### src/rtl/fcs_pkg.sv
// Shared types for the configuration sequencer.
// Assumes: nothing beyond IEEE 1800-2017.
package fcs_pkg;

    typedef enum logic [3:0] {
        ST_IDLE,
        ST_RESET_WAIT,
        ST_INIT_WAIT,
        ST_FETCH,
        ST_BYTE,
        ST_TAIL,
        ST_RELEASE,
        ST_FINAL,
        ST_DONE_WAIT,
        ST_PASS,
        ST_FAIL
    } seq_state_t;

    typedef enum logic [1:0] {
        ERR_NONE       = 2'd0,
        ERR_INIT_START = 2'd1,
        ERR_INIT_EXIT  = 2'd2,
        ERR_DONE       = 2'd3
    } err_t;

endpackage

### src/rtl/fcs_sync.sv
// Two-flop synchroniser for a group of independent asynchronous bits.
// Assumes: each bit is quasi-static, so bits need no coherence with one another.
module fcs_sync #(
    parameter int W = 2
) (
    input  logic         clk,
    input  logic         rst_n,
    input  logic [W-1:0] d,
    output logic [W-1:0] q
);
    logic [W-1:0] meta;

    // Two register stages per bit.
    always_ff @(posedge clk) begin
        if (!rst_n) begin
            meta <= '0;
            q    <= '0;
        end else begin
            meta <= d;
            q    <= meta;
        end
    end
endmodule

### src/rtl/fcs_timer.sv
// Timeout timer: a free-running prescaler produces ticks, and a saturating
// counter counts the ticks since the last clear. expired goes high once more
// than TMO_TICKS ticks have been counted.
// Assumes: clr is a one-cycle pulse given when a wait phase is entered.
module fcs_timer #(
    parameter int TICK_DIV  = 200,
    parameter int TMO_TICKS = 3000
) (
    input  logic clk,
    input  logic rst_n,
    input  logic clr,
    output logic expired
);
    localparam int DW = $clog2(TICK_DIV > 1 ? TICK_DIV : 2);
    localparam int EW = $clog2(TMO_TICKS + 2);

    logic [DW-1:0] div_q;
    logic [EW-1:0] elapsed_q;
    logic          tick;

    assign tick    = (div_q == DW'(TICK_DIV - 1));
    assign expired = (elapsed_q > EW'(TMO_TICKS));

    // Free-running prescaler.
    always_ff @(posedge clk) begin
        if (!rst_n)    div_q <= '0;
        else if (tick) div_q <= '0;
        else           div_q <= div_q + 1'b1;
    end

    // Tick counter since the last clear, holding once it has expired.
    always_ff @(posedge clk) begin
        if (!rst_n)                 elapsed_q <= '0;
        else if (clr)               elapsed_q <= '0;
        else if (tick && !expired)  elapsed_q <= elapsed_q + 1'b1;
    end
endmodule

### src/rtl/fpga_cfg_seq.sv
// Configuration sequencer for NUM_TGT slave FPGAs. It drives the program
// line, waits for the INIT handshake, streams the image bytes to each target
// under a walking select, issues trailing read strobes, then checks DONE.
// Assumes: ADDR_W >= STRIDE_LOG2 + bits(NUM_TGT); the host supplies
// img_bytes/4+1 words for each target.
module fpga_cfg_seq
    import fcs_pkg::*;
#(
    parameter int NUM_TGT     = 2,
    parameter int LEN_W       = 20,
    parameter int ADDR_W      = 24,
    parameter int STRIDE_LOG2 = 20,
    parameter int TICK_DIV    = 200,
    parameter int TMO_TICKS   = 3000
) (
    input  logic                clk,
    input  logic                rst_n,
    input  logic                start,
    input  logic [LEN_W-1:0]    img_bytes,
    input  logic                src_valid,
    input  logic [31:0]         src_data,
    output logic                src_ready,
    input  logic                init_pin,
    input  logic                done_pin,
    output logic                prog_pin,
    output logic [NUM_TGT-1:0]  cfg_sel_n,
    output logic [NUM_TGT-1:0]  irq_sel,
    output logic [ADDR_W-1:0]   bus_addr,
    output logic [15:0]         bus_data,
    output logic                bus_wr,
    output logic                bus_rd,
    output logic                busy,
    output logic                pass,
    output logic [1:0]          err_code
);
    localparam int TW  = $clog2(NUM_TGT > 1 ? NUM_TGT : 2);
    localparam int WCW = LEN_W - 2;
    localparam logic [TW-1:0] LAST_TGT = TW'(NUM_TGT - 1);

    seq_state_t     state;
    logic [TW-1:0]  tgt;
    logic [WCW-1:0] wcnt;
    logic [WCW-1:0] last_w;
    logic [31:0]    word_q;
    logic [1:0]     bidx;
    logic [1:0]     rcnt;
    logic           prog_q;
    err_t           err_q;
    logic           init_s, done_s;
    logic           tmo_clr, tmo_exp;
    logic           idle_like, load_win;
    logic [7:0]     cur_byte;

    fcs_sync #(.W(2)) u_sync (
        .clk   (clk),
        .rst_n (rst_n),
        .d     ({init_pin, done_pin}),
        .q     ({init_s, done_s})
    );

    fcs_timer #(.TICK_DIV(TICK_DIV), .TMO_TICKS(TMO_TICKS)) u_timer (
        .clk     (clk),
        .rst_n   (rst_n),
        .clr     (tmo_clr),
        .expired (tmo_exp)
    );

    assign idle_like = (state == ST_IDLE) || (state == ST_PASS) || (state == ST_FAIL);
    assign load_win  = (state == ST_FETCH) || (state == ST_BYTE) || (state == ST_TAIL);

    // Arm the timer on entry to the reset phase and to the DONE wait.
    assign tmo_clr = (idle_like && start) ||
                     (state == ST_FINAL && rcnt == 2'd3 && tgt == LAST_TGT);

    // Main sequencing state machine.
    always_ff @(posedge clk) begin
        if (!rst_n) begin
            state  <= ST_IDLE;
            tgt    <= '0;
            wcnt   <= '0;
            last_w <= '0;
            word_q <= '0;
            bidx   <= '0;
            rcnt   <= '0;
            prog_q <= 1'b1;
            err_q  <= ERR_NONE;
        end else begin
            case (state)
                ST_IDLE, ST_PASS, ST_FAIL: begin
                    if (start) begin
                        state  <= ST_RESET_WAIT;
                        prog_q <= 1'b0;
                        err_q  <= ERR_NONE;
                        last_w <= img_bytes[LEN_W-1:2];
                        tgt    <= '0;
                        wcnt   <= '0;
                    end
                end
                ST_RESET_WAIT: begin
                    if (!init_s) begin
                        prog_q <= 1'b1;
                        state  <= ST_INIT_WAIT;
                    end else if (tmo_exp) begin
                        err_q  <= ERR_INIT_START;
                        state  <= ST_FAIL;
                    end
                end
                ST_INIT_WAIT: begin
                    if (init_s) begin
                        state  <= ST_FETCH;
                    end else if (tmo_exp) begin
                        prog_q <= 1'b0;
                        err_q  <= ERR_INIT_EXIT;
                        state  <= ST_FAIL;
                    end
                end
                ST_FETCH: begin
                    if (src_valid) begin
                        word_q <= src_data;
                        bidx   <= 2'd0;
                        state  <= ST_BYTE;
                    end
                end
                ST_BYTE: begin
                    bidx <= bidx + 2'd1;
                    if (bidx == 2'd3) begin
                        if (wcnt == last_w) begin
                            wcnt  <= '0;
                            rcnt  <= 2'd0;
                            state <= ST_TAIL;
                        end else begin
                            wcnt  <= wcnt + 1'b1;
                            state <= ST_FETCH;
                        end
                    end
                end
                ST_TAIL: begin
                    rcnt <= rcnt + 2'd1;
                    if (rcnt == 2'd3) state <= ST_RELEASE;
                end
                ST_RELEASE: begin
                    rcnt <= 2'd0;
                    if (tgt == LAST_TGT) begin
                        tgt   <= '0;
                        state <= ST_FINAL;
                    end else begin
                        tgt   <= tgt + 1'b1;
                        state <= ST_FETCH;
                    end
                end
                ST_FINAL: begin
                    rcnt <= rcnt + 2'd1;
                    if (rcnt == 2'd3) begin
                        if (tgt == LAST_TGT) state <= ST_DONE_WAIT;
                        else                 tgt   <= tgt + 1'b1;
                    end
                end
                ST_DONE_WAIT: begin
                    if (done_s) begin
                        state  <= ST_PASS;
                    end else if (tmo_exp) begin
                        prog_q <= 1'b0;
                        err_q  <= ERR_DONE;
                        state  <= ST_FAIL;
                    end
                end
                default: state <= ST_IDLE;
            endcase
        end
    end

    // Select the current byte, most significant first.
    always_comb begin
        case (bidx)
            2'd0:    cur_byte = word_q[31:24];
            2'd1:    cur_byte = word_q[23:16];
            2'd2:    cur_byte = word_q[15:8];
            default: cur_byte = word_q[7:0];
        endcase
    end

    // Walking select: target k owns bit NUM_TGT-1-k.
    for (genvar g = 0; g < NUM_TGT; g++) begin : g_sel
        assign cfg_sel_n[g] = !(load_win && tgt == TW'(NUM_TGT - 1 - g));
        assign irq_sel[g]   =   load_win && tgt == TW'(NUM_TGT - 1 - g);
    end

    assign src_ready = (state == ST_FETCH);
    assign bus_wr    = (state == ST_BYTE);
    assign bus_rd    = (state == ST_TAIL) || (state == ST_FINAL);
    assign bus_data  = bus_wr ? {cur_byte, 8'h00} : 16'h0000;
    assign bus_addr  = ADDR_W'(tgt) << STRIDE_LOG2;
    assign prog_pin  = prog_q;
    assign busy      = !idle_like;
    assign pass      = (state == ST_PASS);
    assign err_code  = err_q;
endmodule

### config.mk
export PLATFORM = sky130hd
export DESIGN_NAME = fpga_cfg_seq
export DESIGN_NICKNAME = d
export VERILOG_FILES = /design/src/rtl/fcs_pkg.sv /design/src/rtl/fcs_sync.sv /design/src/rtl/fcs_timer.sv /design/src/rtl/fpga_cfg_seq.sv
export SDC_FILE = /design/constraint.sdc
export NUM_CORES = 1
export LEC_CHECK = 0
export ABC_CLOCK_PERIOD_IN_PS = 1800
export BUFFER_PORTS_ARGS = -buffer_cell sky130_fd_sc_hd__buf_2
export CAP_MARGIN = 20
export CORE_MARGIN = 4
export CORE_UTILIZATION = 50
export DETAILED_ROUTE_END_ITERATION = 10
export MAX_ROUTING_LAYER = met4
export PLACE_DENSITY = 0.76
export SYNTH_ARGS = -nofsm -noshare
export SYNTH_HDL_FRONTEND = slang
export SYNTH_SLANG_ARGS = --single-unit
### constraint.sdc
create_clock -name clk -period 1.8 [get_ports clk]
set_input_delay 0.36 -clock clk [delete_from_list [all_inputs] [get_ports clk]]
set_output_delay 0.36 -clock clk [all_outputs]
set_load 0.01 [all_outputs]
==> impl_metrics.yaml, run 1 <==
grt:
  grt_pass1_vias: 4871
  grt_usage: 0.214
  grt_pass1_wl_um: 21900
  grt_max_degree: 43
  antenna_found_initial: 0
  grt_overflow_total: 0
routing:
  drt-total-wl_um: 14500
  drc: 0
  avgRoutedWirePerCell_um: 15.2
  drt-vias-per-instance: 5.34
  ant_nets: 0
  drtIter0Drc: 349
  first_pass_iters: 5
  vias: 5100
cts:
  cts_tree: "yes"
  insertion_delay_ns: 0.38
  htreeDepth: 3
  holdBufCountCts: 0
  cts_made_buffers: 9
  clk_path_buf_depth: 2
  clock_sinks: 104
  clkTransAtPathRegs_ns: 0.11
  cts_root_buf: "clkbuf_8"
finish:
  layoutNonFillerInstCount: 955
  drive_above_1_share: 0.321
  syn_to_final_growth_pct: 31.5
  final_core_util: 0.687
  final_net_count: 881
  num_antenna_cells: 0
critical_path:
  crit_arrival_ns: 1.89
  critPathKind: "reg -> out"
  start_kind: "flip-flop"
  r2r-start: "state[0]"
  crit_fanout: 8
  end_kind: "output port"
  cp-startpoint: "bidx[0]"
  worstPathRequired_ns: 1.44
synthesis:
  synth-edff-count: 0
  synth-adder-area-share: 0.0205
  ys_seq_elements: 104
  syn-cell-area_sq_um: 5490
  synth_top_family_by_area: "simple AND/OR/NAND/NOR gates"
  synthArstFlopShare: 0
  synth_xor_xnor_area_share: 0.0844
  ys_seq_area_frac: 0.379
  synth-main-ff-cell: "dfxtp_1"
  synthMuxAreaShare: 0.0365
  ys_types: 60
  syn_avg_cell_area_sq_um: 8.28
  synth_compound_area_frac: 0.141
  yosys_warnings: 0
  synthSimpleGateAreaFrac: 0.251
  synthCells: 663
pwr:
  netSwitchingFraction: 0.353
  p_sw_w: 0.00259
  p_leak_nw: 2.86
  comb_power_share: 0.442
  power_frac_seq: 0.364
  peakVddDrop_mv: 0.935
  power.density_nw_per_um2: 1020
  clkPwrFrac: 0.193
  p_int_w: 0.00475
timing:
  hold_ws_ns: 0.176
  rsz0062_at_grt: "yes"
  period_share: 1.25
  setup_viol: 55
  finalHoldViolCount: 0
  finalCriticalPeriod_ns: 2.25
  fin_ws_ns: -0.453
  fmax_mhz: 444
  setup-tns-final_ns: -8.48
  final_max_slew_viol_count: 0
  finClkSkew_ns: 0.00946
placed_design:
  dp_cells: 911
  port_buffers: 76
  dp_hpwl_um: 9480
  gp_congestion: 0.899
floorplanning:
  fp.dieH_um: 113
  coreArea_sq_um: 10500
  io_pins: 110
  start_util: 0.522
  die_x_um: 113
  rows: 37
  dieArea_sq_um: 12700
job:
  cap_violations: 0
outcome:
  status: "finished with violations"
  violations: "negative setup slack"
hold_path:
  hp-start: "done_pin"
  hp-class: "in -> reg"
## metrics by stage
| stage | setup slack (ns) | power (W) | instance area [sq um] |
|---|---|---|---|
| after detailed placement | -0.151 | 0.00501 | 6370 |
| after global placement | -0.0851 | 0.00494 | 6370 |
| after floorplan | -0.0364 | 0.00418 | 5620 |
| final | -0.453 | 0.00733 | 7210 |
| after global routing | -0.557 | 0.00776 | 7210 |
| after CTS | -0.354 | 0.00665 | 6830 |
## worst max-delay path, cell delays in order (launching register included)
cell and delay [ns]:
dfxtp_2 0.36, inv_4 0.05, ha_4 0.19, a222oi_1 0.45
nor2_1 0.11, a21oi_1 0.14, nor2_1 0.06, buf_2 0.14
## placed cells by master, fill, tap and decap left out, types with 3 or more instances in the layout
master and instances:
dfxtp_4 4, nand4_1 11, a21boi_1 6, buf_2 70, nor2b_1 21, inv_4 3
o22ai_1 5, a21oi_2 3, buf_6 27, o21ai_1 4, o21ai_0 4, nor3_1 8
nand2_1 96, o31ai_1 3, and3_1 6, buf_12 6, mux2i_1 19, conb_1 31
xnor2_1 34, clkbuf_8 9, ha_4 3, ha_1 4, buf_4 73, nor2_2 10
xor2_1 17, nor2_4 3, nand3_1 25, inv_1 11, a21oi_1 17, and2_1 7
nor2_1 61, a222oi_1 8, dfxtp_1 95, nor3_2 5, dfxtp_2 5, nand3b_1 3
and2_4 3, nand2b_1 4, a21boi_0 32
## cells by family (layout without fill, tap and decap cells)
kind of cell | count (synthesis) | count (layout)
AND/OR/NAND/NOR | 288 | 288
other | 1 | 31
XOR/XNOR | 52 | 52
flip-flops | 104 | 104
multiplexers | 20 | 20
adder cells (fa/ha/maj) | 9 | 9
AO/OA/AOI/OAI | 103 | 103
buffers and inverters | 86 | 212
## routing by layer
metal  track usage  vias up  share of wire
met3        0.0556       33          0.052
met2         0.361      143           0.51
met1         0.248     2435           0.41
li1              -     2489              -
met5             -        -              0
met4        0.0713        0          0.023
## cell usage after synthesis (all sizes together), types with 2 or more instances
cell / n / area share
dfxtp: 104 / 0.38
nand2: 99 / 0.068
nor2: 74 / 0.051
buf: 47 / 0.059
a21boi: 38 / 0.052
xnor2: 34 / 0.054
nand3: 27 / 0.026
clkbuf: 22 / 0.015
nor2b: 22 / 0.026
a21oi: 20 / 0.018
mux2i: 20 / 0.036
xor2: 18 / 0.030
inv: 16 / 0.011
nor3: 14 / 0.014
nand4: 11 / 0.013
and2: 10 / 0.011
o21ai: 10 / 0.0098
ha: 9 / 0.021
a222oi: 8 / 0.015
and3: 6 / 0.0068
o22ai: 6 / 0.0094
nand2b: 5 / 0.0057
a31oi: 3 / 0.0034
nand3b: 3 / 0.0041
nor4: 3 / 0.0062
o2111ai: 3 / 0.0080
o31ai: 3 / 0.0041
or3: 3 / 0.0034
a211oi: 2 / 0.0027
a22oi: 2 / 0.0027
nand4b: 2 / 0.0032
nor3b: 2 / 0.0027
or2: 2 / 0.0023
or3b: 2 / 0.0032
## area by class of cell
class / count / area, sq um
inverter: 17 / 71.3
fill: 805 / 3290
timing repair buffer: 179 / 1390
sequential: 104 / 2100
clock inverter: 7 / 67.6
clock buffer: 9 / 124
tap: 136 / 170
multi-input combinational: 503 / 3290
## path summary, 6_finish.rpt
path	to	slack, ns	depth (start not counted)
min	u_sync.meta[0]	0.18	2
max	bus_data[14]	-0.45	7
min reg2reg	u_sync.q[0]	0.45	1
max reg2reg	wcnt[14]	-0.19	9
## flip-flops by register name, indices dropped and copies added, names as in the netlist
signal and flops:
word_q 32, last_w 18, wcnt 18, u_timer.elapsed_q 12, u_timer.div_q 8, state 4
bidx 2, err_code 2, rcnt 2, u_sync.meta 2, u_sync.q 2, prog_pin 1
tgt 1
## power by group through the flow
stage               Clock, W  Combinational (W)  Sequential (W)
floorplan                  0            0.00153         0.00265
global placement           0            0.00226         0.00268
detailed placement         0            0.00232         0.00269
CTS                  0.00146            0.00254         0.00266
global route         0.00157            0.00350         0.00270
finish               0.00142            0.00324         0.00267
## timing repair
| action | in CTS | in global routing |
|---|---|---|
| gates resized for setup | 56 | 66 |
| cloned | 0 | 2 |
| buffers inserted | 8 | 23 |
| pin swaps | 29 | 43 |
| endpoints found under the setup margin | 36 | 55 |
Power figures use the tool's default switching activity.
==> run 2, diff against run 1 <==
--- a/config.mk
+++ b/config.mk
@@ -5,12 +5,13 @@
 export SDC_FILE = /design/constraint.sdc
 export NUM_CORES = 1
 export LEC_CHECK = 0
-export ABC_CLOCK_PERIOD_IN_PS = 1800
+export ABC_CLOCK_PERIOD_IN_PS = 1900
 export BUFFER_PORTS_ARGS = -buffer_cell sky130_fd_sc_hd__buf_2
 export CAP_MARGIN = 20
 export CORE_MARGIN = 4
 export CORE_UTILIZATION = 50
 export DETAILED_ROUTE_END_ITERATION = 10
+export GPL_TIMING_DRIVEN = 0
 export MAX_ROUTING_LAYER = met4
 export PLACE_DENSITY = 0.76
 export SYNTH_ARGS = -nofsm -noshare
==> constraint.sdc (replaced) <==
create_clock -name clk -period 1.9 [get_ports clk]
set_input_delay 0.38 -clock clk [delete_from_list [all_inputs] [get_ports clk]]
set_output_delay 0.38 -clock clk [all_outputs]
set_load 0.01 [all_outputs]
==> run 2 against run 1 <==
  * The flow still finishes with violations (negative setup slack)
  * Critical path depth did not move
  * Sequential cell count did not move
  * Total power fell by 5.0%
  * Utilization rose by 0.12 points
  * Routed wire length rose by 0.41%
  * Count of clock-buffer cells in the layout rose by 2
  * Sequential power fell by 4%
  * Clock skew rose by 0.0042 ns
  * Global-route usage rose by 0.54 points
  * Setup slack improved by 0.075 ns
  * Clock power rose by 3%
  * Combinational power fell by 9.3%
  * Critical endpoint unchanged
  * Largest power group unchanged
==> impl_metrics.yaml, run 2 (synthesized netlist as in run 1, its figures left out) <==
outcome:
  status: "finished with violations"
  violations: "negative setup slack"
finish:
  largest-register: "word_q"
  num_antenna_cells: 0
  syn_to_final_growth_pct: 31.7
  drive_above_1_share: 0.316
  layoutNonFillerInstCount: 956
  final_net_count: 882
  final_cell_mix: "nand2_1, dfxtp_1, buf_2"
  largest_reg_flops: 32
  final_common_cell: "nand2_1"
  top_regs: "word_q (32), last_w (18), wcnt (18)"
timing:
  rsz0062_at_grt: "yes"
  hold_ws_ns: 0.192
  finClkSkew_ns: 0.0137
  fmax_mhz: 439
  setup_viol: 48
  finalCriticalPeriod_ns: 2.28
  worstMarginPinSlew_ns: 0.548
  fin_ws_ns: -0.378
  slew-limit-headroom: 0.634
  period_share: 1.20
  finalHoldViolCount: 0
  final_max_slew_viol_count: 0
critical_path:
  worstPathRequired_ns: 1.52
  end_kind: "output port"
  regToRegEndpoint: "wcnt[12]"
  start_kind: "flip-flop"
  r2r_slack_ns: -0.21
  critPathKind: "reg -> out"
  crit_fanout: 8
  rr_worst_depth: 10
  crit_arrival_ns: 1.90
  cp-startpoint: "bidx[0]"
  endpoint: "bus_data[14]"
  r2r-start: "state[2]"
grt:
  antenna_found_initial: 0
  grt_usage: 0.219
  grt_pass1_vias: 4798
  grt_max_degree: 18
  grt_pass1_wl_um: 22300
  grt_overflow_total: 0
cts:
  cts_tree: "yes"
  insertion_delay_ns: 0.39
  cts_root_buf: "clkbuf_8"
  htreeDepth: 3
  clkTransAtPathRegs_ns: 0.11
  clock_sinks: 104
  cts_made_buffers: 9
  holdBufCountCts: 0
  clk_path_buf_depth: 2
routing:
  avgRoutedWirePerCell_um: 15.3
  first_pass_iters: 7
  drc: 0
  drtIter0Drc: 341
  drt-total-wl_um: 14600
  drt-vias-per-instance: 5.37
  ant_nets: 0
  vias: 5129
pwr:
  power.density_nw_per_um2: 964
  p_leak_nw: 2.84
  peakVddDrop_mv: 0.764
  finalPower_w: 0.00697
floorplanning:
  coreArea_sq_um: 10500
  io_pins: 110
  dieArea_sq_um: 12700
  rows: 37
  die_x_um: 113
  start_util: 0.522
  fp.dieH_um: 113
job:
  cap_violations: 0
hold_path:
  hp-class: "in -> reg"
  min_path_cells: 2
placed_design:
  gp_congestion: 0.906
  port_buffers: 76
  dp_hpwl_um: 9780
  dp_cells: 905
-- run 2: cell count changes in the layout (fill, tap and decap cells not counted), sizes merged --
cell / before / now
clkinvlp: 2 / 1
clkbuf: 11 / 27
bufinv: 0 / 1
clkinv: 4 / 1
buf: 177 / 164
inv: 18 / 19
-- run 2: worst max-delay path, cell delays in order (launching register included) --
cell and delay [ns]:
dfxtp_4 0.38, inv_4 0.05, ha_4 0.18, a222oi_1 0.46
nor2_1 0.10, a21oi_2 0.13, nor2_1 0.06, buf_2 0.13
-- run 2: cell type report --
cell class / instances / area, sq um
plain buffers: 61 / 500
clock buffers: 11 / 141
clock inverters: 5 / 61.3
fillers: 817 / 3280
inverters: 17 / 77.6
multi-input cells: 503 / 3390
flip-flops and latches: 104 / 2110
well taps: 136 / 170
repair buffers: 119 / 778
-- run 2: power breakdown --
| group | total, W | internal, W | switching (W) |
|---|---|---|---|
| Combinational | 0.00294 | 0.00150 | 0.00145 |
| Clock | 0.00146 | 0.000659 | 0.000806 |
| Sequential | 0.00256 | 0.00237 | 0.000185 |
-- run 2: worst min-delay path by stage --
stage	endpoint	from	slack (ns)
floorplan	u_sync.q[0]	u_sync.meta[0]	0.41
global placement	u_sync.q[0]	u_sync.meta[0]	0.42
detailed placement	u_sync.q[0]	u_sync.meta[0]	0.43
CTS	u_sync.meta[0]	done_pin	0.18
global route	u_sync.meta[0]	done_pin	0.19
finish	u_sync.meta[0]	done_pin	0.19
-- run 2: repair_timing --
action                     CTS  global route
setup buffers               27            15
cloned                       0             2
pin swaps                   32            40
setup endpoints to repair   91            89
gates resized for setup     88            65
-- run 2: per-stage QoR --
stage          setup TNS (ns)  area [sq um]  utilization  worst slack (ns)
2_1_floorplan               0          5600            -            0.0198
3_3_place_gp           -13.67          6150        0.585            -0.511
3_5_place_dp           -16.25          6150        0.585            -0.523
4_1_cts                 -3.26          6860        0.653            -0.349
5_1_grt                -10.59          7230        0.688            -0.442
6_report                -7.35          7230        0.688            -0.378
-- run 2: routing by layer --
| layer | part of all wire | vias up | track usage |
|---|---|---|---|
| met4 | 0.020 | 0 | 0.0633 |
| met3 | 0.061 | 33 | 0.0519 |
| met2 | 0.51 | 193 | 0.370 |
| met5 | 0 | - | - |
| met1 | 0.41 | 2418 | 0.262 |
| li1 | - | 2485 | - |
==> run 3, diff against run 2 <==
--- a/config.mk
+++ b/config.mk
@@ -16,4 +16,5 @@
 export PLACE_DENSITY = 0.76
 export SYNTH_ARGS = -nofsm -noshare
 export SYNTH_HDL_FRONTEND = slang
+export SYNTH_HIERARCHICAL = 1
 export SYNTH_SLANG_ARGS = --single-unit
==> run 3 against run 2 <==
  * The flow still finishes with violations (negative setup slack)
  * Utilization increased by 2.8 points
  * Global-route usage increased by 1.5 points
  * Non-clock buffer count increased by 10
  * Total power increased by 22%
  * Sequential cell count unchanged
  * Routed wire length increased by 17%
  * Clock power increased by 26%
  * First-iteration DRC count increased by 58%
  * Synthesized cell count increased by 2.1%
  * Combinational power increased by 38%
  * Setup slack improved by 0.0075 ns
  * Critical path depth unchanged
  * Critical endpoint is now bus_data[10]
==> impl_metrics.yaml, run 3 <==
outcome:
  status: "finished with violations"
  violations: "negative setup slack"
finish:
  final_cell_mix: "dfxtp_1, nand2_1, buf_2"
  top_regs: "word_q (32), last_w (18), wcnt (18)"
  drive_above_1_share: 0.350
  largest-register: "word_q"
  layoutNonFillerInstCount: 978
  syn_to_final_growth_pct: 38.1
  final_common_cell: "dfxtp_1"
  num_antenna_cells: 0
  final_net_count: 900
  design_area_sq_um: 7860
  largest_reg_flops: 32
synthesis:
  synth-edff-count: 0
  synthSimpleGateAreaFrac: 0.247
  synth_top_area_frac: 0.366
  synth_xor_xnor_area_share: 0.0646
  synth_top_family_by_area: "simple AND/OR/NAND/NOR gates"
  ys_seq_area_frac: 0.366
  ys_types: 65
  synth_compound_area_frac: 0.166
  synth-adder-area-share: 0.0198
  synth_top_area_cell: "dfxtp_1"
  syn-cell-area_sq_um: 5690
  syn_avg_cell_area_sq_um: 8.41
  synth.most_common_cell: "dfxtp_1"
  synthCells: 677
  yosys_warnings: 6
  synth-main-ff-cell: "dfxtp_1"
  yosys-top-cells-count: "dfxtp_1, nand2_1, nor2_1"
  synthMuxAreaShare: 0.0475
  ys_seq_elements: 104
  synthArstFlopShare: 0
  synthTopCellsByArea: "dfxtp_1, nand2_1, xor2_1"
routing:
  avgRoutedWirePerCell_um: 17.4
  drc: 0
  ant_nets: 0
  drt-vias-per-instance: 5.77
  first_pass_iters: 8
  drtIter0Drc: 539
  drt-total-wl_um: 17100
  vias: 5647
cts:
  clock_sinks: 104
  cts_tree: "yes"
  insertion_delay_ns: 0.35
  cts_made_buffers: 9
  cts_root_buf: "clkbuf_16"
  clkTransAtPathRegs_ns: 0.07
  htreeDepth: 3
  clk_path_buf_depth: 2
  holdBufCountCts: 0
critical_path:
  r2r-start: "state[0]"
  worstPathRequired_ns: 1.52
  crit_path_max_incr_delay_ns: 0.51
  crit_path_top_delay_cell: "a222oi_1"
  crit_path_cell_trace: "inv_4 -> ha_4 -> a222oi_1 -> nor2_1 -> a21oi_1 -> nor2_1 -> buf_2"
  critPathTopFamily: "compound AO/OA/AOI/OAI gates"
  end_kind: "output port"
  cp.buffers_inverters: 2
  critPathKind: "reg -> out"
  crit_arrival_ns: 1.89
  cp-startpoint: "bidx[0]"
  start_kind: "flip-flop"
  r2r_slack_ns: -0.26
  crit_fanout: 8
  cpMostUsedCell: "nor2_1"
floorplanning:
  die_x_um: 115
  rows: 38
  fp.dieH_um: 115
  io_pins: 110
  dieArea_sq_um: 13200
  start_util: 0.518
  coreArea_sq_um: 11000
pwr:
  power.density_nw_per_um2: 1080
  p_leak_nw: 3.27
  peakVddDrop_mv: 0.633
timing:
  finalHoldViolCount: 0
  final_max_slew_viol_count: 0
  finClkSkew_ns: 0.0100
  rsz0062_at_grt: "yes"
  hold_ws_ns: 0.239
  worstMarginPinSlew_ns: 0.652
  setup_viol: 64
  fin_ws_ns: -0.371
  slew-limit-headroom: 0.562
  finalCriticalPeriod_ns: 2.27
  fmax_mhz: 440
  period_share: 1.20
grt:
  grt_pass1_vias: 5133
  busiest_layer: "met2"
  grt_usage: 0.235
  grt_use_met2: 0.390
  grt_max_degree: 20
  grt_pass1_wl_um: 24700
  grt_util_met3: 0.0444
  grt_overflow_total: 0
  grt_util_met1: 0.291
  antenna_found_initial: 0
placed_design:
  place_area_sq_um: 6390
  gp_congestion: 0.901
  dp_hpwl_um: 10400
  dp_cells: 923
  port_buffers: 76
hold_path:
  hp-start: "done_pin"
  hp-class: "in -> reg"
job:
  cap_violations: 0
==> run 3: changes by cell type after synthesis, sizes merged, moves of 7 or more <==
| cell | change |
|---|---|
| o211ai | +7 |
| o21ai | +9 |
| nor2 | -35 |
| mux2i | +7 |
| nand4 | -7 |
| xor2 | +18 |
| nor4 | +10 |
| clkbuf | +11 |
| xnor2 | -28 |
==> run 3: final cells by class <==
class / instances / area [sq um]
Fill cell: 774 / 3120
Sequential cell: 104 / 2110
Buffer: 68 / 589
Multi-Input combinational cell: 508 / 3790
Timing Repair Buffer: 122 / 836
Tap cell: 140 / 175
Clock inverter: 6 / 56.3
Clock buffer: 10 / 229
Inverter: 20 / 80.1
==> run 3: kinds of logic (layout without fill, tap and decap cells) <==
kind of cell | Yosys count | in the layout
mux | 27 | 27
other cells | 1 | 31
flops | 104 | 104
compound gates | 130 | 130
fa+ha+maj | 9 | 9
xor+xnor | 42 | 42
buf+inv | 95 | 226
simple gates | 269 | 269
==> run 3: per-layer routing <==
| layer | up-vias | part of all wire |
|---|---|---|
| li1 | 2615 | - |
| met1 | 2697 | 0.41 |
| met2 | 275 | 0.50 |
| met3 | 60 | 0.064 |
| met4 | 0 | 0.032 |
| met5 | - | 0 |
==> run 3: timing repair <==
item / in CTS / in global routing
resized for setup: 91 / 119
pin swaps: 17 / 49
gates cloned: 0 / 3
buffers inserted: 23 / 22
endpoints found under the setup margin: 104 / 78
==> run 3: report_power, final <==
part,leakage [nW],internal [W],switching [W]
registers,0.850,0.00241,0.000192
logic,2.28,0.00195,0.00210
clock network,0.138,0.000924,0.000916
==> run 3: worst paths after layout <==
check / cells after the start / end
setup / recovery: 7 / bus_data[10]
hold / removal: 2 / u_sync/meta[0]
setup reg to reg: 10 / wcnt[10]
hold reg to reg: 1 / u_sync/q[1]
==> run 3: stage by stage <==
stage	util	setup TNS, ns	worst slack [ns]	total power, W
6_report	0.716	-10.01	-0.371	0.00849
5_1_grt	0.716	-13.99	-0.385	0.00883
4_1_cts	0.653	-2.63	-0.266	0.00745
3_5_place_dp	0.582	-22.25	-0.351	0.00502
3_3_place_gp	0.582	-20.13	-0.345	0.00494
2_1_floorplan	-	-0.0611	-0.0306	0.00440
